--- src/rtl/sram_wr_monitor_pkg.sv ---
`timescale 1ns/1ps
package sram_wr_monitor_pkg;
  // Flag bit positions; the bench and downstream logic decode these.
  localparam int RULE_OVERLAP   = 0;
  localparam int RULE_WE_WIDTH  = 1;
  localparam int RULE_DATA_SU   = 2;
  localparam int RULE_ADDR_SU   = 3;
  localparam int RULE_ADDR_HOLD = 4;
  localparam int RULE_SPACING   = 5;
  localparam int RULE_CONTEND   = 6;
  localparam int NRULES         = 7;

  function automatic int max_of(input int a, input int b);
    return (a > b) ? a : b;
  endfunction
endpackage

--- src/rtl/sram_wr_monitor_sync.sv ---
`timescale 1ns/1ps
module sram_wr_monitor_sync #(
  parameter int          W      = 8,
  parameter int          STAGES = 2,
  parameter logic [W-1:0] RST_VAL = '0
) (
  input  logic         clk,
  input  logic         rst,
  input  logic [W-1:0] d,
  output logic [W-1:0] q
);
  logic [W-1:0] stage [STAGES];

  generate
    for (genvar i = 0; i < STAGES; i++) begin : g_stage
      if (i == 0) begin : g_first
        always_ff @(posedge clk) begin
          if (rst) stage[i] <= RST_VAL;
          else     stage[i] <= d;
        end
      end else begin : g_next
        always_ff @(posedge clk) begin
          if (rst) stage[i] <= RST_VAL;
          else     stage[i] <= stage[i-1];
        end
      end
    end
  endgenerate

  assign q = stage[STAGES-1];
endmodule

--- src/rtl/sram_wr_monitor_run.sv ---
`timescale 1ns/1ps
// Saturating run-length counter: restart loads 1, advance adds 1, otherwise holds.
module sram_wr_monitor_run #(
  parameter int W = 4
) (
  input  logic         clk,
  input  logic         rst,
  input  logic         restart,
  input  logic         advance,
  output logic [W-1:0] cnt
);
  localparam logic [W-1:0] SAT = '1;

  always_ff @(posedge clk) begin
    if (rst)                        cnt <= '0;
    else if (restart)               cnt <= W'(1);
    else if (advance && cnt != SAT) cnt <= cnt + W'(1);
  end

  // all rely on a counter that never wraps back to a small value
  a_r3_run_no_wrap: assert property (@(posedge clk) disable iff (rst)
    (cnt == SAT && !restart) |=> cnt == SAT);
  a_r3_run_restart: assert property (@(posedge clk) disable iff (rst)
    restart |=> cnt == W'(1));
endmodule

--- src/rtl/sram_wr_monitor.sv ---
`timescale 1ns/1ps
module sram_wr_monitor
  import sram_wr_monitor_pkg::*;
#(
  parameter int AW             = 20,
  parameter int DW             = 16,
  parameter int CNT_W          = 16,
  parameter int SYNC_STAGES    = 2,
  parameter int MIN_OVERLAP    = 6,
  parameter int MIN_WE_LOW     = 5,
  parameter int MIN_DATA_SETUP = 3,
  parameter int MIN_ADDR_SETUP = 6,
  parameter int MIN_CYCLE      = 7
) (
  input  logic              clk,
  input  logic              rst,
  input  logic              clr_i,
  input  logic              ce_n_i,
  input  logic              sel2_i,
  input  logic              we_n_i,
  input  logic              ub_n_i,
  input  logic              lb_n_i,
  input  logic              oe_n_i,
  input  logic [AW-1:0]     addr_i,
  input  logic [DW-1:0]     data_i,
  output logic [NRULES-1:0] viol_flags,
  output logic              viol_pulse,
  output logic [CNT_W-1:0]  write_count
);
  localparam int TMAX = max_of(max_of(max_of(MIN_OVERLAP, MIN_WE_LOW),
                                      max_of(MIN_DATA_SETUP, MIN_ADDR_SETUP)),
                               MIN_CYCLE);
  localparam int TW = $clog2(TMAX + 1) + 1;
  localparam int SW = 6 + AW + DW;
  localparam logic [SW-1:0] IDLE = {1'b0, 5'b11111, {(AW+DW){1'b0}}};
  localparam logic [TW-1:0] T_OVL  = TW'(MIN_OVERLAP);
  localparam logic [TW-1:0] T_WE   = TW'(MIN_WE_LOW);
  localparam logic [TW-1:0] T_DSU  = TW'(MIN_DATA_SETUP);
  localparam logic [TW-1:0] T_ASU  = TW'(MIN_ADDR_SETUP);
  localparam logic [TW-1:0] T_CYC  = TW'(MIN_CYCLE);

  // Every pin goes through the same synchronizer, so intervals between
  // samples equal intervals at the pins: the pipeline adjustment is zero.
  logic [SW-1:0] raw, syn;
  assign raw = {sel2_i, oe_n_i, lb_n_i, ub_n_i, we_n_i, ce_n_i, addr_i, data_i};

  sram_wr_monitor_sync #(.W(SW), .STAGES(SYNC_STAGES), .RST_VAL(IDLE)) u_sync (
    .clk(clk), .rst(rst), .d(raw), .q(syn)
  );

  logic          s_sel2, s_oe_n, s_lb_n, s_ub_n, s_we_n, s_ce_n;
  logic [AW-1:0] s_addr;
  logic [DW-1:0] s_data;
  assign {s_sel2, s_oe_n, s_lb_n, s_ub_n, s_we_n, s_ce_n, s_addr, s_data} = syn;

  // Previous-sample state
  logic          win_q, we_n_q, saw_win, had_start;
  logic [AW-1:0] addr_q;
  logic [DW-1:0] data_q;

  logic win, win_open, win_close, we_fall, we_rise, addr_chg, data_chg;
  assign win       = s_sel2 & ~s_ce_n & ~s_we_n & ~(s_ub_n & s_lb_n);
  assign win_open  = win & ~win_q;
  assign win_close = ~win & win_q;
  assign we_fall   = ~s_we_n & we_n_q;
  assign we_rise   = s_we_n & ~we_n_q;
  assign addr_chg  = s_addr != addr_q;
  assign data_chg  = s_data != data_q;

  always_ff @(posedge clk) begin
    if (rst) begin
      win_q     <= 1'b0;
      we_n_q    <= 1'b1;
      saw_win   <= 1'b0;
      had_start <= 1'b0;
      addr_q    <= '0;
      data_q    <= '0;
    end else begin
      win_q     <= win;
      we_n_q    <= s_we_n;
      saw_win   <= we_fall ? win : (saw_win | win);
      had_start <= had_start | win_open;
      addr_q    <= s_addr;
      data_q    <= s_data;
    end
  end

  // Run lengths, in samples, each ending at the previous sample
  logic [TW-1:0] win_len, we_len, d_run, a_run, gap;

  sram_wr_monitor_run #(.W(TW)) u_win_len (
    .clk(clk), .rst(rst), .restart(win_open), .advance(win), .cnt(win_len));
  sram_wr_monitor_run #(.W(TW)) u_we_len (
    .clk(clk), .rst(rst), .restart(we_fall), .advance(~s_we_n), .cnt(we_len));
  sram_wr_monitor_run #(.W(TW)) u_d_run (
    .clk(clk), .rst(rst), .restart(data_chg), .advance(1'b1), .cnt(d_run));
  sram_wr_monitor_run #(.W(TW)) u_a_run (
    .clk(clk), .rst(rst), .restart(addr_chg), .advance(1'b1), .cnt(a_run));
  sram_wr_monitor_run #(.W(TW)) u_gap (
    .clk(clk), .rst(rst), .restart(win_open), .advance(1'b1), .cnt(gap));

  logic [NRULES-1:0] new_v;
  always_comb begin
    new_v                 = '0;
    new_v[RULE_OVERLAP]   = win_close && (win_len < T_OVL);
    new_v[RULE_WE_WIDTH]  = we_rise && saw_win && (we_len < T_WE);
    new_v[RULE_DATA_SU]   = win_close && (d_run < T_DSU);
    new_v[RULE_ADDR_SU]   = win_close && (a_run < T_ASU);
    new_v[RULE_ADDR_HOLD] = win && win_q && addr_chg;
    new_v[RULE_SPACING]   = win_open && had_start && (gap < T_CYC);
    new_v[RULE_CONTEND]   = win_open && !s_oe_n;
  end

  always_ff @(posedge clk) begin
    if (rst) begin
      viol_flags  <= '0;
      viol_pulse  <= 1'b0;
      write_count <= '0;
    end else begin
      viol_flags  <= (clr_i ? '0 : viol_flags) | new_v;
      viol_pulse  <= |new_v;
      write_count <= write_count + CNT_W'(win_close);
    end
  end

  // each closing sample adds exactly one completed write
  a_r2_count_on_close: assert property (@(posedge clk) disable iff (rst)
    win_close |=> write_count == $past(write_count) + CNT_W'(1));
  a_r2_count_hold: assert property (@(posedge clk) disable iff (rst)
    !win_close |=> write_count == $past(write_count));
  // address movement inside an open window is always recorded
  a_r7_addr_hold: assert property (@(posedge clk) disable iff (rst)
    (win && win_q && addr_chg) |=> viol_flags[RULE_ADDR_HOLD]);
  // a clear with nothing new leaves all flags low
  a_r10_clear: assert property (@(posedge clk) disable iff (rst)
    (clr_i && new_v == '0) |=> viol_flags == '0);
  // a pulse always comes with at least one flag
  a_r11_pulse_flag: assert property (@(posedge clk) disable iff (rst)
    viol_pulse |-> viol_flags != '0);

  generate
    for (genvar i = 0; i < NRULES; i++) begin : g_sticky
      // a set flag survives every cycle without a clear
      a_r10_sticky: assert property (@(posedge clk) disable iff (rst)
        (viol_flags[i] && !clr_i) |=> viol_flags[i]);
    end
  endgenerate
endmodule

--- config.mk ---
export PLATFORM = sky130hd
export DESIGN_NAME = sram_wr_monitor
export DESIGN_NICKNAME = d
export VERILOG_FILES = /design/src/rtl/sram_wr_monitor_pkg.sv /design/src/rtl/sram_wr_monitor_sync.sv /design/src/rtl/sram_wr_monitor_run.sv /design/src/rtl/sram_wr_monitor.sv
export SDC_FILE = /design/constraint.sdc
export NUM_CORES = 1
export LEC_CHECK = 0
export BUFFER_PORTS_ARGS = -buffer_cell sky130_fd_sc_hd__buf_2
export CELL_PAD_IN_SITES_DETAIL_PLACEMENT = 1
export CELL_PAD_IN_SITES_GLOBAL_PLACEMENT = 1
export CORE_ASPECT_RATIO = 1.75
export CORE_UTILIZATION = 45
export DETAILED_ROUTE_END_ITERATION = 16
export PLACE_DENSITY_LB_ADDON = 0.08
export RECOVER_POWER = 25
export SLEW_MARGIN = 25
export SYNTH_ARGS = -nofsm -noshare
export SYNTH_HDL_FRONTEND = slang
export SYNTH_SLANG_ARGS = --single-unit
--- constraint.sdc ---
create_clock -name clk -period 2.55 [get_ports clk]
set_input_delay 0.51 -clock clk [delete_from_list [all_inputs] [get_ports clk]]
set_output_delay 0.51 -clock clk [all_outputs]
set_load 0.005 [all_outputs]
==> qor.csv <==
metric,value,unit
Max Slew Vio Count,0,
initial core utilization,0.465,
WL/cell,12.5,um
Port Buffers,68,
Clock Skew,0.00961,ns
final instance area,6810,um2
HPWL Detailed,6580,um
cell area after synthesis,5640,um2
Power per Cell Area,851,nW/um2
sequential area share after synthesis,0.596,
syn nets,581,
"CTS clk-pin slew, worst paths",0.07,ns
CTS HTree Levels,4,
setup bufs post-CTS,0,
Clock Root Buffer,clkbuf_16,
Final ANT Viol Nets,0,
ratio of cells with drive above 1 in the final layout,0.200,
hold_buf cts,0,
Final Routed Wirelength,9710,um
worst hold slack,0.275,ns
area grow syn2layout,20.6,%
synth unique cells,39,
synth cell count leaders,"dfxtp_1, nor2b_1, xor2_1",
Net Sw Frac,0.208,
die area,13000,um2
Clock Latency Late Sink,0.42,ns
Flop pwr share,0.475,
Final min period,2.21,ns
Synth async-reset ratio,0,
number of flops mapped to enable cells by yosys,0,
CTS Buffer Depth,2,
core area,12100,um2
vias per inst,4.71,
crit start category,register,
Final Net Count,655,
leading area contributor after synthesis,dfxtp_1,
f_max,453,MHz
"Largest delay share family, worst path",simple AND/OR/NAND/NOR gates,
first-pass iteration count of the detailed router,5,
Max Cap Viol,0,
Setup WS pre-CTS,0.360,ns
FP Rows,53,
Tcrit/Tclk final,0.865,
Crit Reg-Reg Startpoint,u_sync.stage[1][37]$_SDFF_PP1_,
GRT Util Overall,0.164,
slowest cell delay on critical path,0.37,ns
Arrival @ worst endpoint,2.46,ns
Clock power frac,0.490,
Placer Congestion,0.751,
first-pass GRT wire length,16600,um
largest net degree at the start of global routing,66,
hold_sp,lb_n_i,
IO Pins,69,
vias in the first global route,3778,
Crit path required time,2.80,ns
via count,3671,
fin worst setup slack,0.345,ns
"critical path fanouts, max",5,
clock sink total,168,
run status,finished clean,
leakage power,2.89,nW
synth warn,0,
CTS buffer count,17,
synth top area cells,"dfxtp_1, nor2b_1, xor2_1, xnor2_1, nor2_1",
Mapped Avg Cell Area,10.7,um2
Mapped Cells,527,
CP Buf/Inv Count,1,
antenna violations before repair,0,
P_sw,1.20,mW
drt initial violations,119,
Final Hold Fails,0,
global route overflow,0,
endpoint class of the critical path,register,
Multi-input gate area,2170,um2
VDD IR max,0.557,mV
Storage cell area,3360,um2
#FFs+latches synth,168,
crit path launch,u_sync.stage[1][37]$_SDFF_PP1_,
Tot Pwr,5.79,mW
"Slowest-stage cell, CP",dfxtp_1,
Post-DP Area,6160,um2
worst min-delay path category,primary input to register,
unrepaired setup endpoints after global routing,false,
combinational share of power,0.035,
pin slew with the least headroom to its limit,1.31,ns
slew margin rel.,0.130,
total negative setup slack,0,ns
remaining design rule violation count,0,
Yosys top cell area share,0.596,
cell internal pwr,4.59,mW
die width,86.7,um
"Top FF cell, synth",dfxtp_1,
cts repair resizes,0,
Final setup viols,0,
Fillers,1350,
Die Y,150,um
CP Class,register to register,
top-count cell post-synth,dfxtp_1,
ANT cells,0,
crit path cell chain,nor2_1 > nand3_1 > and2_1 > ha_1 > ha_1 > inv_1 > nor3_1 > nand2_1 > xor2_1 > nor2_1,
TritonCTS clock tree,done,
[registers in the layout, indices dropped and copies added (netlist names)]
signal         count
data_q            16
u_gap.cnt          4
write_count       16
u_d_run.cnt        4
addr_q            20
u_win_len.cnt      4
viol_pulse         1
u_sync.stage      84
had_start          1
u_a_run.cnt        4
saw_win            1
viol_flags         7
u_we_len.cnt       4
we_n_q             1
win_q              1
[layout by cell type, fill, tap and decap left out, types with 4 or more instances in the layout]
| cell | instances |
|---|---|
| or2_2 | 12 |
| nor4_1 | 6 |
| nand4_1 | 8 |
| nor2b_1 | 112 |
| clkbuf_16 | 17 |
| nand2_1 | 12 |
| dfxtp_1 | 168 |
| bufinv_16 | 5 |
| xnor2_1 | 19 |
| xor2_1 | 37 |
| nand3_1 | 17 |
| inv_6 | 6 |
| buf_2 | 67 |
| nor2_1 | 35 |
| a21oi_1 | 12 |
| a31oi_1 | 4 |
| o21ai_0 | 5 |
| ha_1 | 9 |
| inv_1 | 10 |
| nor3_1 | 9 |
| mux2i_1 | 4 |
[path summary, 6_finish.rpt]
| check | to | slack, ns | cells past startpoint |
|---|---|---|---|
| hold / removal | u_sync.stage[0][39]$_SDFF_PP1_ | 0.28 | 2 |
| hold reg to reg | u_sync.stage[1][38]$_SDFF_PP1_ | 0.41 | 1 |
| setup / recovery | write_count[10]$_SDFF_PP0_ | 0.34 | 10 |
| setup reg to reg | write_count[10]$_SDFF_PP0_ | 0.34 | 10 |
[final cells by class]
cell class,instances,share of cell area
Timing Repair Buffer,73,0.0542
Tap cell,165,0.0303
Sequential cell,168,0.494
Clock buffer,18,0.0631
Multi-Input combinational cell,331,0.319
Clock inverter,14,0.0338
Inverter,10,0.00552
[per-stage QoR]
step                       util  cells
after floorplan               -    527
after global placement    0.507    747
after detailed placement  0.507    747
after global routing      0.561    779
final                     0.561    779
after CTS                 0.562    779
[power groups by stage]
stage	registers [mW]	clock network, mW	logic [mW]
2_1_floorplan	2.80	0	0.147
3_3_place_gp	2.80	0	0.202
3_5_place_dp	2.81	0	0.210
4_1_cts	2.75	2.91	0.212
5_1_grt	2.76	3.02	0.232
6_report	2.75	2.84	0.204
[worst register-to-register path, stage by stage (launching register included)]
cell and delay (ns):
dfxtp_1 0.37, nor2_1 0.07, nand3_1 0.11, and2_1 0.24, ha_1 0.25, ha_1 0.26, inv_1 0.09, nor3_1 0.34
nand2_1 0.11, xor2_1 0.15, nor2_1 0.06
[metal layers]
| layer | part of all wire | GRT usage | wire length [um] |
|---|---|---|---|
| met4 | 0.020 | 0.0800 | 194 |
| met3 | 0.029 | 0.0384 | 277 |
| met2 | 0.55 | 0.306 | 5300 |
| met5 | 0 | 0 | 0 |
| met1 | 0.41 | 0.170 | 3940 |
[cells by family (layout without fill, tap and decap cells)]
logic type | count (synthesis) | count (layout) | share of synthesized area
buffers and inverters | 28 | 115 | 0.0195
adder cells (fa/ha/maj) | 9 | 9 | 0.0200
flip-flops | 168 | 168 | 0.596
AND/OR/NAND/NOR | 230 | 230 | 0.233
multiplexers | 4 | 4 | 0.00710
XOR/XNOR | 56 | 56 | 0.0869
AO/OA/AOI/OAI | 32 | 32 | 0.0370
Power figures use the tool's default switching activity.
